<file path="config.mk">
export PLATFORM = sky130hd
export DESIGN_NAME = sepio_sram
export DESIGN_NICKNAME = d
export VERILOG_FILES = /design/src/rtl/sepio_pkg.sv /design/src/rtl/sepio_decode.sv /design/src/rtl/sepio_wrbuf.sv /design/src/rtl/sepio_array.sv /design/src/rtl/sepio_outstage.sv /design/src/rtl/sepio_sram.sv
export SDC_FILE = /design/constraint.sdc
export NUM_CORES = 2
export LEC_CHECK = 0
export BUFFER_PORTS_ARGS = -buffer_cell sky130_fd_sc_hd__buf_2
export CAP_MARGIN = 20
export CORE_MARGIN = 2
export CORE_UTILIZATION = 40
export CTS_BUF_LIST = sky130_fd_sc_hd__clkbuf_4 sky130_fd_sc_hd__clkbuf_8
export DETAILED_ROUTE_END_ITERATION = 10
export PLACE_DENSITY = 0.54
export REMOVE_ABC_BUFFERS = 1
export SYNTH_ARGS = -nofsm -noshare
export SYNTH_HDL_FRONTEND = slang
export SYNTH_SLANG_ARGS = --single-unit
</file>
<file path="constraint.sdc">
create_clock -name clk -period 17.6 [get_ports clk]
set_input_delay 3.52 -clock clk [delete_from_list [all_inputs] [get_ports clk]]
set_output_delay 3.52 -clock clk [all_outputs]
set_load 0.02 [all_outputs]
</file>
<file path="src/rtl/sepio_pkg.sv">
package sepio_pkg;
  typedef enum logic [1:0] {
    OP_IDLE  = 2'd0,
    OP_READ  = 2'd1,
    OP_WRITE = 2'd2
  } op_e;
endpackage

</file>
<file path="src/rtl/sepio_decode.sv">
module sepio_decode
  import sepio_pkg::*;
(
  input  logic sel_n,
  input  logic wr_n,
  output op_e  op
);
  always_comb begin
    if (sel_n)     op = OP_IDLE;
    else if (wr_n) op = OP_READ;
    else           op = OP_WRITE;
  end
endmodule

</file>
<file path="src/rtl/sepio_wrbuf.sv">
module sepio_wrbuf
  import sepio_pkg::*;
#(
  parameter int ADDR_W = 10,
  parameter int DATA_W = 4
) (
  input  logic              clk,
  input  logic              rst,
  input  op_e               op,
  input  logic [ADDR_W-1:0] addr,
  input  logic [DATA_W-1:0] wr_data,
  output logic              pend_vld,
  output logic [ADDR_W-1:0] pend_addr,
  output logic [DATA_W-1:0] pend_data,
  output logic              commit
);
  // the held word goes to the array on the first cycle outside the window
  assign commit = pend_vld && (op != OP_WRITE);

  always_ff @(posedge clk) begin
    if (rst) begin
      pend_vld  <= 1'b0;
      pend_addr <= '0;
      pend_data <= '0;
    end else if (op == OP_WRITE) begin
      pend_vld  <= 1'b1;
      pend_addr <= addr;
      pend_data <= wr_data;
    end else if (commit) begin
      pend_vld  <= 1'b0;
    end
  end
endmodule

</file>
<file path="src/rtl/sepio_array.sv">
module sepio_array #(
  parameter int ADDR_W = 10,
  parameter int DATA_W = 4
) (
  input  logic              clk,
  input  logic              we,
  input  logic [ADDR_W-1:0] waddr,
  input  logic [DATA_W-1:0] wdata,
  input  logic [ADDR_W-1:0] raddr,
  output logic [DATA_W-1:0] rdata
);
  localparam int DEPTH = 1 << ADDR_W;

  logic [DATA_W-1:0] mem [DEPTH];

  always_ff @(posedge clk) begin
    if (we) mem[waddr] <= wdata;
    rdata <= mem[raddr];
  end
endmodule

</file>
<file path="src/rtl/sepio_outstage.sv">
module sepio_outstage
  import sepio_pkg::*;
#(
  parameter int ADDR_W  = 10,
  parameter int DATA_W  = 4,
  parameter bit WR_THRU = 1'b1
) (
  input  logic              clk,
  input  logic              rst,
  input  op_e               op,
  input  logic [ADDR_W-1:0] addr,
  input  logic [DATA_W-1:0] wr_data,
  input  logic              pend_vld,
  input  logic [ADDR_W-1:0] pend_addr,
  input  logic [DATA_W-1:0] pend_data,
  input  logic [DATA_W-1:0] ram_q,
  output logic [DATA_W-1:0] rd_data,
  output logic              rd_en,
  output logic              pwr_down
);
  op_e               op_q;
  logic              use_ram_q;
  logic [DATA_W-1:0] dsel_q;
  logic              drive;

  always_ff @(posedge clk) begin
    if (rst) begin
      op_q      <= OP_IDLE;
      pwr_down  <= 1'b1;
      use_ram_q <= 1'b0;
      dsel_q    <= '0;
    end else begin
      op_q     <= op;
      pwr_down <= (op == OP_IDLE);
      if (op == OP_WRITE) begin
        dsel_q    <= wr_data;
        use_ram_q <= 1'b0;
      end else begin
        dsel_q    <= pend_data;
        use_ram_q <= !(pend_vld && (pend_addr == addr));
      end
    end
  end

  generate
    if (WR_THRU) begin : g_thru
      assign drive = (op_q != OP_IDLE);
    end else begin : g_hiz
      assign drive = (op_q == OP_READ);
    end
  endgenerate

  assign rd_en   = drive;
  assign rd_data = drive ? (use_ram_q ? ram_q : dsel_q) : '0;
endmodule

</file>
<file path="src/rtl/sepio_sram.sv">
module sepio_sram
  import sepio_pkg::*;
#(
  parameter int ADDR_W  = 10,
  parameter int DATA_W  = 4,
  parameter bit WR_THRU = 1'b1
) (
  input  logic              clk,
  input  logic              rst,
  input  logic              sel_n,
  input  logic              wr_n,
  input  logic [ADDR_W-1:0] addr,
  input  logic [DATA_W-1:0] wr_data,
  output logic [DATA_W-1:0] rd_data,
  output logic              rd_en,
  output logic              pwr_down
);
  op_e               op;
  logic              pend_vld;
  logic [ADDR_W-1:0] pend_addr;
  logic [DATA_W-1:0] pend_data;
  logic              commit;
  logic [DATA_W-1:0] ram_q;

  sepio_decode u_dec (
    .sel_n (sel_n),
    .wr_n  (wr_n),
    .op    (op)
  );

  sepio_wrbuf #(.ADDR_W(ADDR_W), .DATA_W(DATA_W)) u_wrbuf (
    .clk       (clk),
    .rst       (rst),
    .op        (op),
    .addr      (addr),
    .wr_data   (wr_data),
    .pend_vld  (pend_vld),
    .pend_addr (pend_addr),
    .pend_data (pend_data),
    .commit    (commit)
  );

  sepio_array #(.ADDR_W(ADDR_W), .DATA_W(DATA_W)) u_array (
    .clk   (clk),
    .we    (commit),
    .waddr (pend_addr),
    .wdata (pend_data),
    .raddr (addr),
    .rdata (ram_q)
  );

  sepio_outstage #(.ADDR_W(ADDR_W), .DATA_W(DATA_W), .WR_THRU(WR_THRU)) u_out (
    .clk       (clk),
    .rst       (rst),
    .op        (op),
    .addr      (addr),
    .wr_data   (wr_data),
    .pend_vld  (pend_vld),
    .pend_addr (pend_addr),
    .pend_data (pend_data),
    .ram_q     (ram_q),
    .rd_data   (rd_data),
    .rd_en     (rd_en),
    .pwr_down  (pwr_down)
  );
endmodule

</file>
# Word level (Yosys, flattened, before mapping)
# Memory sizes are Yosys's and may differ from the RTL's. A register that Yosys moved wholly into a read port is not among the register bits.
# Cells that the tools add are included.
dict set report op_classes {
  reduce_logical 7
  mux 8
  n_eq_ne 3
}
# operator count
set op_table {}
lappend op_table {{== test 10 bit} 1}
lappend op_table {{two-way mux 4 bit} 2}
lappend op_table {{two-way mux 1 bit} 4}
lappend op_table {{two-way mux 2 bit} 2}
lappend op_table {{nonzero test 2 bit} 2}
lappend op_table {{== test 2 bit (second input constant)} 1}
lappend op_table {{logical AND 1 bit} 2}
lappend op_table {{zero test 2 bit} 1}
lappend op_table {{!= test 2 bit (second input constant)} 1}
lappend op_table {{OR reduction 2 bit} 1}
lappend op_table {{zero test 1 bit} 1}
dict set report word_totals {
  n_memories 1
  input_bits 18
  ff_bits 19
  output_inout_bits 6
  word_cells 25
  ramBits 4096
}
# memory depth width rd rd_ports_with_merged_regs wr line_no
set mem_list {}
lappend mem_list {u_array.mem 1024 4 1 1 1 sepio_array.sv:14} ;# logic [DATA_W-1:0] mem [DEPTH];

# Logic depth before layout (Yosys ltp)
dict set report logic_depth {
  depth_word 6
  mapped_depth 14
  mapped_depth_nobuf 8
}

# By module
# A second synthesis with hierarchy kept.
dict set report unflattened {
  cells_unflattened 8405
  hier_area_um2 163265.3
}
# mod seq_area_each_um2 area_each_um2 instances cells_per_inst
set by_module_without_submodules {}
lappend by_module_without_submodules {sepio_array 123078.0 162098.0 1 8290}
lappend by_module_without_submodules {sepio_wrbuf 300.3 719.4 1 66}
lappend by_module_without_submodules {sepio_outstage 160.2 430.4 1 47}
lappend by_module_without_submodules {sepio_decode 0.0 17.5 1 2}

# Worst setup path before layout
# OpenSTA, ideal clock, no wires.
dict set report synth_path {
  kind {register to output}
  start {register, netlist name u_wrbuf.pend_data[0]}
  end {output rd_data[0]}
  n_path_buf 0
  slack_ns 0.004
  arrival_ns 14.076
  stages_incl_launch_ff 3
  required_ns 14.080
  cell_sequence {dfxtp_1 mux2i_1 nor2_1}
}
# element line_no
set synth_lines {}
lappend synth_lines {{end, declared} sepio_sram.sv:14} ;# output logic [DATA_W-1:0] rd_data,

==> results.md <==
* Run status: complete, no violations
* Dominant delay contributor by cell family on the critical path: simple AND/OR/NAND/NOR gates
* Combinational share of power at 4.6%
* Cell-by-cell listing of the critical path: buf_6 > buf_4 > buf_4 > nand2_4 > buf_12 > buf_4 > o221ai_1 > o22ai_1 > nor3_1 > nor3_1 > a311oi_1 > nand3_1 > nand4_1
* Fin. Hold Viols at 0
* RD Place Congestion at 0.827
* Areal power density over the cells at 109 nW/µm²
* Total chip power at 19800 µW
* Final non-filler cell area at 182000 µm²
* Longest individual stage delay on the worst path at 750 ps
* Reg2reg path depth at 4
* YS warnings at 0
* Area of the core region at 406000 µm²
* Number of maximum-capacitance constraint violations at 0
* Worst setup margin at 9700 ps
* Clk network pwr share at 40.9%
* Number of cells on the worst hold path at 2
* Post-synth EDFFs at 4096
* Unrepaired setup endpoints after global routing: no
* Cell with the largest stage delay on the worst path: sky130_fd_sc_hd__a311oi_1
* R2R Path Start: u_wrbuf.pend_data[3]
* Clock network latency to the later pin of the worst-skew pair at 1220 ps
* Critical register-to-register path endpoint: u_array.mem[466][3]
* Wire length of the first global-routing pass at 673000 µm
* Flop and latch count out of synthesis at 4119
* Hold WC Path Type: flop to flop
* Hold Path Sink: u_wrbuf.pend_addr[5]
* Highest net fanout along the worst path at 89
* Detail-routed net length per standard cell at 32.9 µm
* Levels on crit path at 13
* Chip Width at 642 µm
* Maximum number of pins on one net before global-route repair at 219
* Detailed placement HPWL at 281000 µm
* Total GRT Usage at 22.9%
* CTS tree: yes
* Root buffer cell: sky130_fd_sc_hd__clkbuf_8
* Worst path buffer plus inverter count at 5
* Worst path required time at 18750 ps
* Pre-CTS setup slack at 8380 ps
* Category of the worst setup path launch point: input port
* Seq pwr share at 54.6%
* Highest clock rate at 0.127 GHz
* First-pass iteration count of the detailed router at 6
* Clock buffer count from CTS at 657
* Chip height at 642 µm
* Ports at 24
* I/O Buffers at 23
* Number of vias per cell after detailed routing at 5.88
* Leakage at 0.0608 µW
* Net switching power figure at 4480 µW
* DRC violations left at 0
* Async SR Flop Fraction at 0%
* Final-report max-slew violation count at 0
* Kind of critical path: input port to flop
* Average instance area after synthesis at 19.3 µm²
* Number of levels the H-tree was split into at 6
* Net count reported at finish at 8754
* Via count of the first global-routing pass at 87.4k
* Crit. End Element: flop
* Distinct cell type count after synthesis at 77
* Detail Route Antenna Nets at 0
* Relative slew margins at 17.8%
* Number of sinks driven by the clock tree at 4119
* Post-synthesis sequential area ratio at 75.7%
* Cell-internal power at 15300 µW
* Layout area overhead at 11.4%
* Hold-fix buffers at CTS at 0
* Worst-case vdd ir drop at 0.0819 mV
* Number of buffers between clock root and the deepest sink at 4
* Clock transition at the register clock pins on the worst setup and hold paths after CTS at 60 ps
* Initial antenna violation count at 44
* Fill count at 34.6k
* Sequential cell area at 123000 µm²
* Register-to-register setup slack at 13290 ps
* Sum of negative setup slack at 0 ps
* Post-cts resize count at 0
* Commonest register cell after synthesis: sky130_fd_sc_hd__edfxtp_1
* Fraction of final layout cells sized beyond drive strength 1 at 23.9%
* Time the final worst path needs with I/O delays and setup at 7900 ps
* Final setup skew at 54.2 ps
* Syn Inst Count at 8428
* Hold Startpoint: u_wrbuf.pend_addr[5]
* Die area at 413000 µm²
* Area of the multi-input gates at 36400 µm²
* Starting DRC count in detailed routing at 11.0k
* Critical path data arrival time at 9050 ps
* Vias after detailed routing at 86.2k
* Aggregate global routing overflow at 0
* Area of the mapped netlist at 163000 µm²
* Post-route clock period utilization at 44.9%
* Pin slew with the least headroom to its limit at 1220 ps
* Initial core utilization at 40.1%
* Standard cell area after detailed placement at 169000 µm²
* DRT Wirelength at 482000 µm
* CP most frequent cell: sky130_fd_sc_hd__buf_4
* Net switching fraction of the power at 22.7%
* Post-CTS setup-driven buffer insertion count at 0
* Placement row count at 234
* Total setup violations reported at the end of the flow at 0
## worst register-to-register path, cell delays in order (launching register included)
cell	delay [ps]
sky130_fd_sc_hd__dfxtp_4	820
sky130_fd_sc_hd__buf_12	690
sky130_fd_sc_hd__buf_4	990
sky130_fd_sc_hd__buf_4	880
sky130_fd_sc_hd__buf_4	600
## power groups by stage
stage | combinational (µW) | clock (µW) | sequential [µW]
5_1_grt | 941 | 8620 | 10800
6_report | 899 | 8080 | 10800
3_5_place_dp | 901 | 0 | 11000
3_3_place_gp | 890 | 0 | 11000
4_1_cts | 902 | 8210 | 10800
2_1_floorplan | 352 | 0 | 11200
## metrics by stage
step                hold WS [ps]  util, %  std cells
floorplan                    484        -       7813
global placement             506     41.6      13490
global route                 560     44.7      14666
detailed placement           535     41.6      13501
CTS                          540     44.7      14661
finish                       558     44.7      14675
## area by class of cell
cell class | count | share of cell area [%]
Sequential cell | 4119 | 68.0
Multi-Input combinational cell | 3685 | 20.0
Clock buffer | 862 | 5.85
Tap cell | 5428 | 3.74
Timing Repair Buffer | 264 | 1.23
Clock inverter | 298 | 1.12
Inverter | 9 | 0.0269
Antenna cell | 10 | 0.0138
## synthesized netlist by cell type, drive strengths merged, types with 8 or more instances
cell,instances,share of area [%]
a211oi,29,0.13
a21oi,172,0.53
a221oi,31,0.17
a22o,21,0.11
a22oi,138,0.64
and2,10,0.038
and3,11,0.042
buf,262,1.4
clkbuf,353,0.82
dfxtp,23,0.28
edfxtp,4096,75
mux2,21,0.15
mux2i,439,2.7
mux4,842,12
nand2,173,0.40
nand3,65,0.20
nand4,12,0.046
nor2,1101,2.5
nor2b,18,0.069
nor3,93,0.29
nor3b,10,0.046
nor4,22,0.088
o211ai,10,0.046
o21a,8,0.037
o21ai,68,0.21
o221ai,160,0.88
o22ai,109,0.42
or3,11,0.042
xnor2,10,0.054
## cell usage in the layout (no fill, tap or decap), types with 156 or more instances in the layout
| cell type | n |
|---|---|
| sky130_fd_sc_hd__clkbuf_4 | 199 |
| sky130_fd_sc_hd__buf_4 | 220 |
| sky130_fd_sc_hd__nor2_1 | 1097 |
| sky130_fd_sc_hd__o221ai_1 | 156 |
| sky130_fd_sc_hd__clkinv_1 | 157 |
| sky130_fd_sc_hd__clkbuf_8 | 663 |
| sky130_fd_sc_hd__nand2_1 | 160 |
| sky130_fd_sc_hd__mux4_2 | 832 |
| sky130_fd_sc_hd__edfxtp_1 | 4096 |
| sky130_fd_sc_hd__a21oi_1 | 172 |
| sky130_fd_sc_hd__mux2i_1 | 439 |
## worst max path at each step
| stage | startpoint | endpoint |
|---|---|---|
| detailed placement | addr[0] | u_array.rdata[2] |
| global placement | addr[0] | u_array.rdata[0] |
| finish | addr[2] | u_array.rdata[1] |
| global route | addr[0] | u_array.rdata[2] |
| floorplan | u_wrbuf.pend_data[0] | rd_data[0] |
| CTS | addr[0] | u_array.rdata[2] |
## cell families after synthesis
logic type	count (synthesis)	synth area share [%]
DFF	4119	75.7
muxes	1302	14.5
AOI/OAI and AO/OA	808	3.49
buffers and inverters	624	2.24
xor gates and xnor gates	10	0.0537
and+or+nand+nor	1565	3.98
## sequential cells by signal, summed over array words and instances (netlist names)
register	cells
u_out.pwr_down	1
u_wrbuf.pend_data	4
u_out.use_ram_q	1
u_wrbuf.pend_vld	1
u_wrbuf.pend_addr	10
u_array.rdata	4
u_array.mem	4096
u_out.op_q	2
## per-layer routing
layer | share of wire [%] | GRT usage [%] | up-vias
met4 | 3.2 | 7.09 | 6
met2 | 48 | 37.1 | 4386
met1 | 40 | 31.5 | 45942
met3 | 8.5 | 4.29 | 781
li1 | - | - | 35101
met5 | 0.0070 | 0 | -
Power figures use the tool's default switching activity.
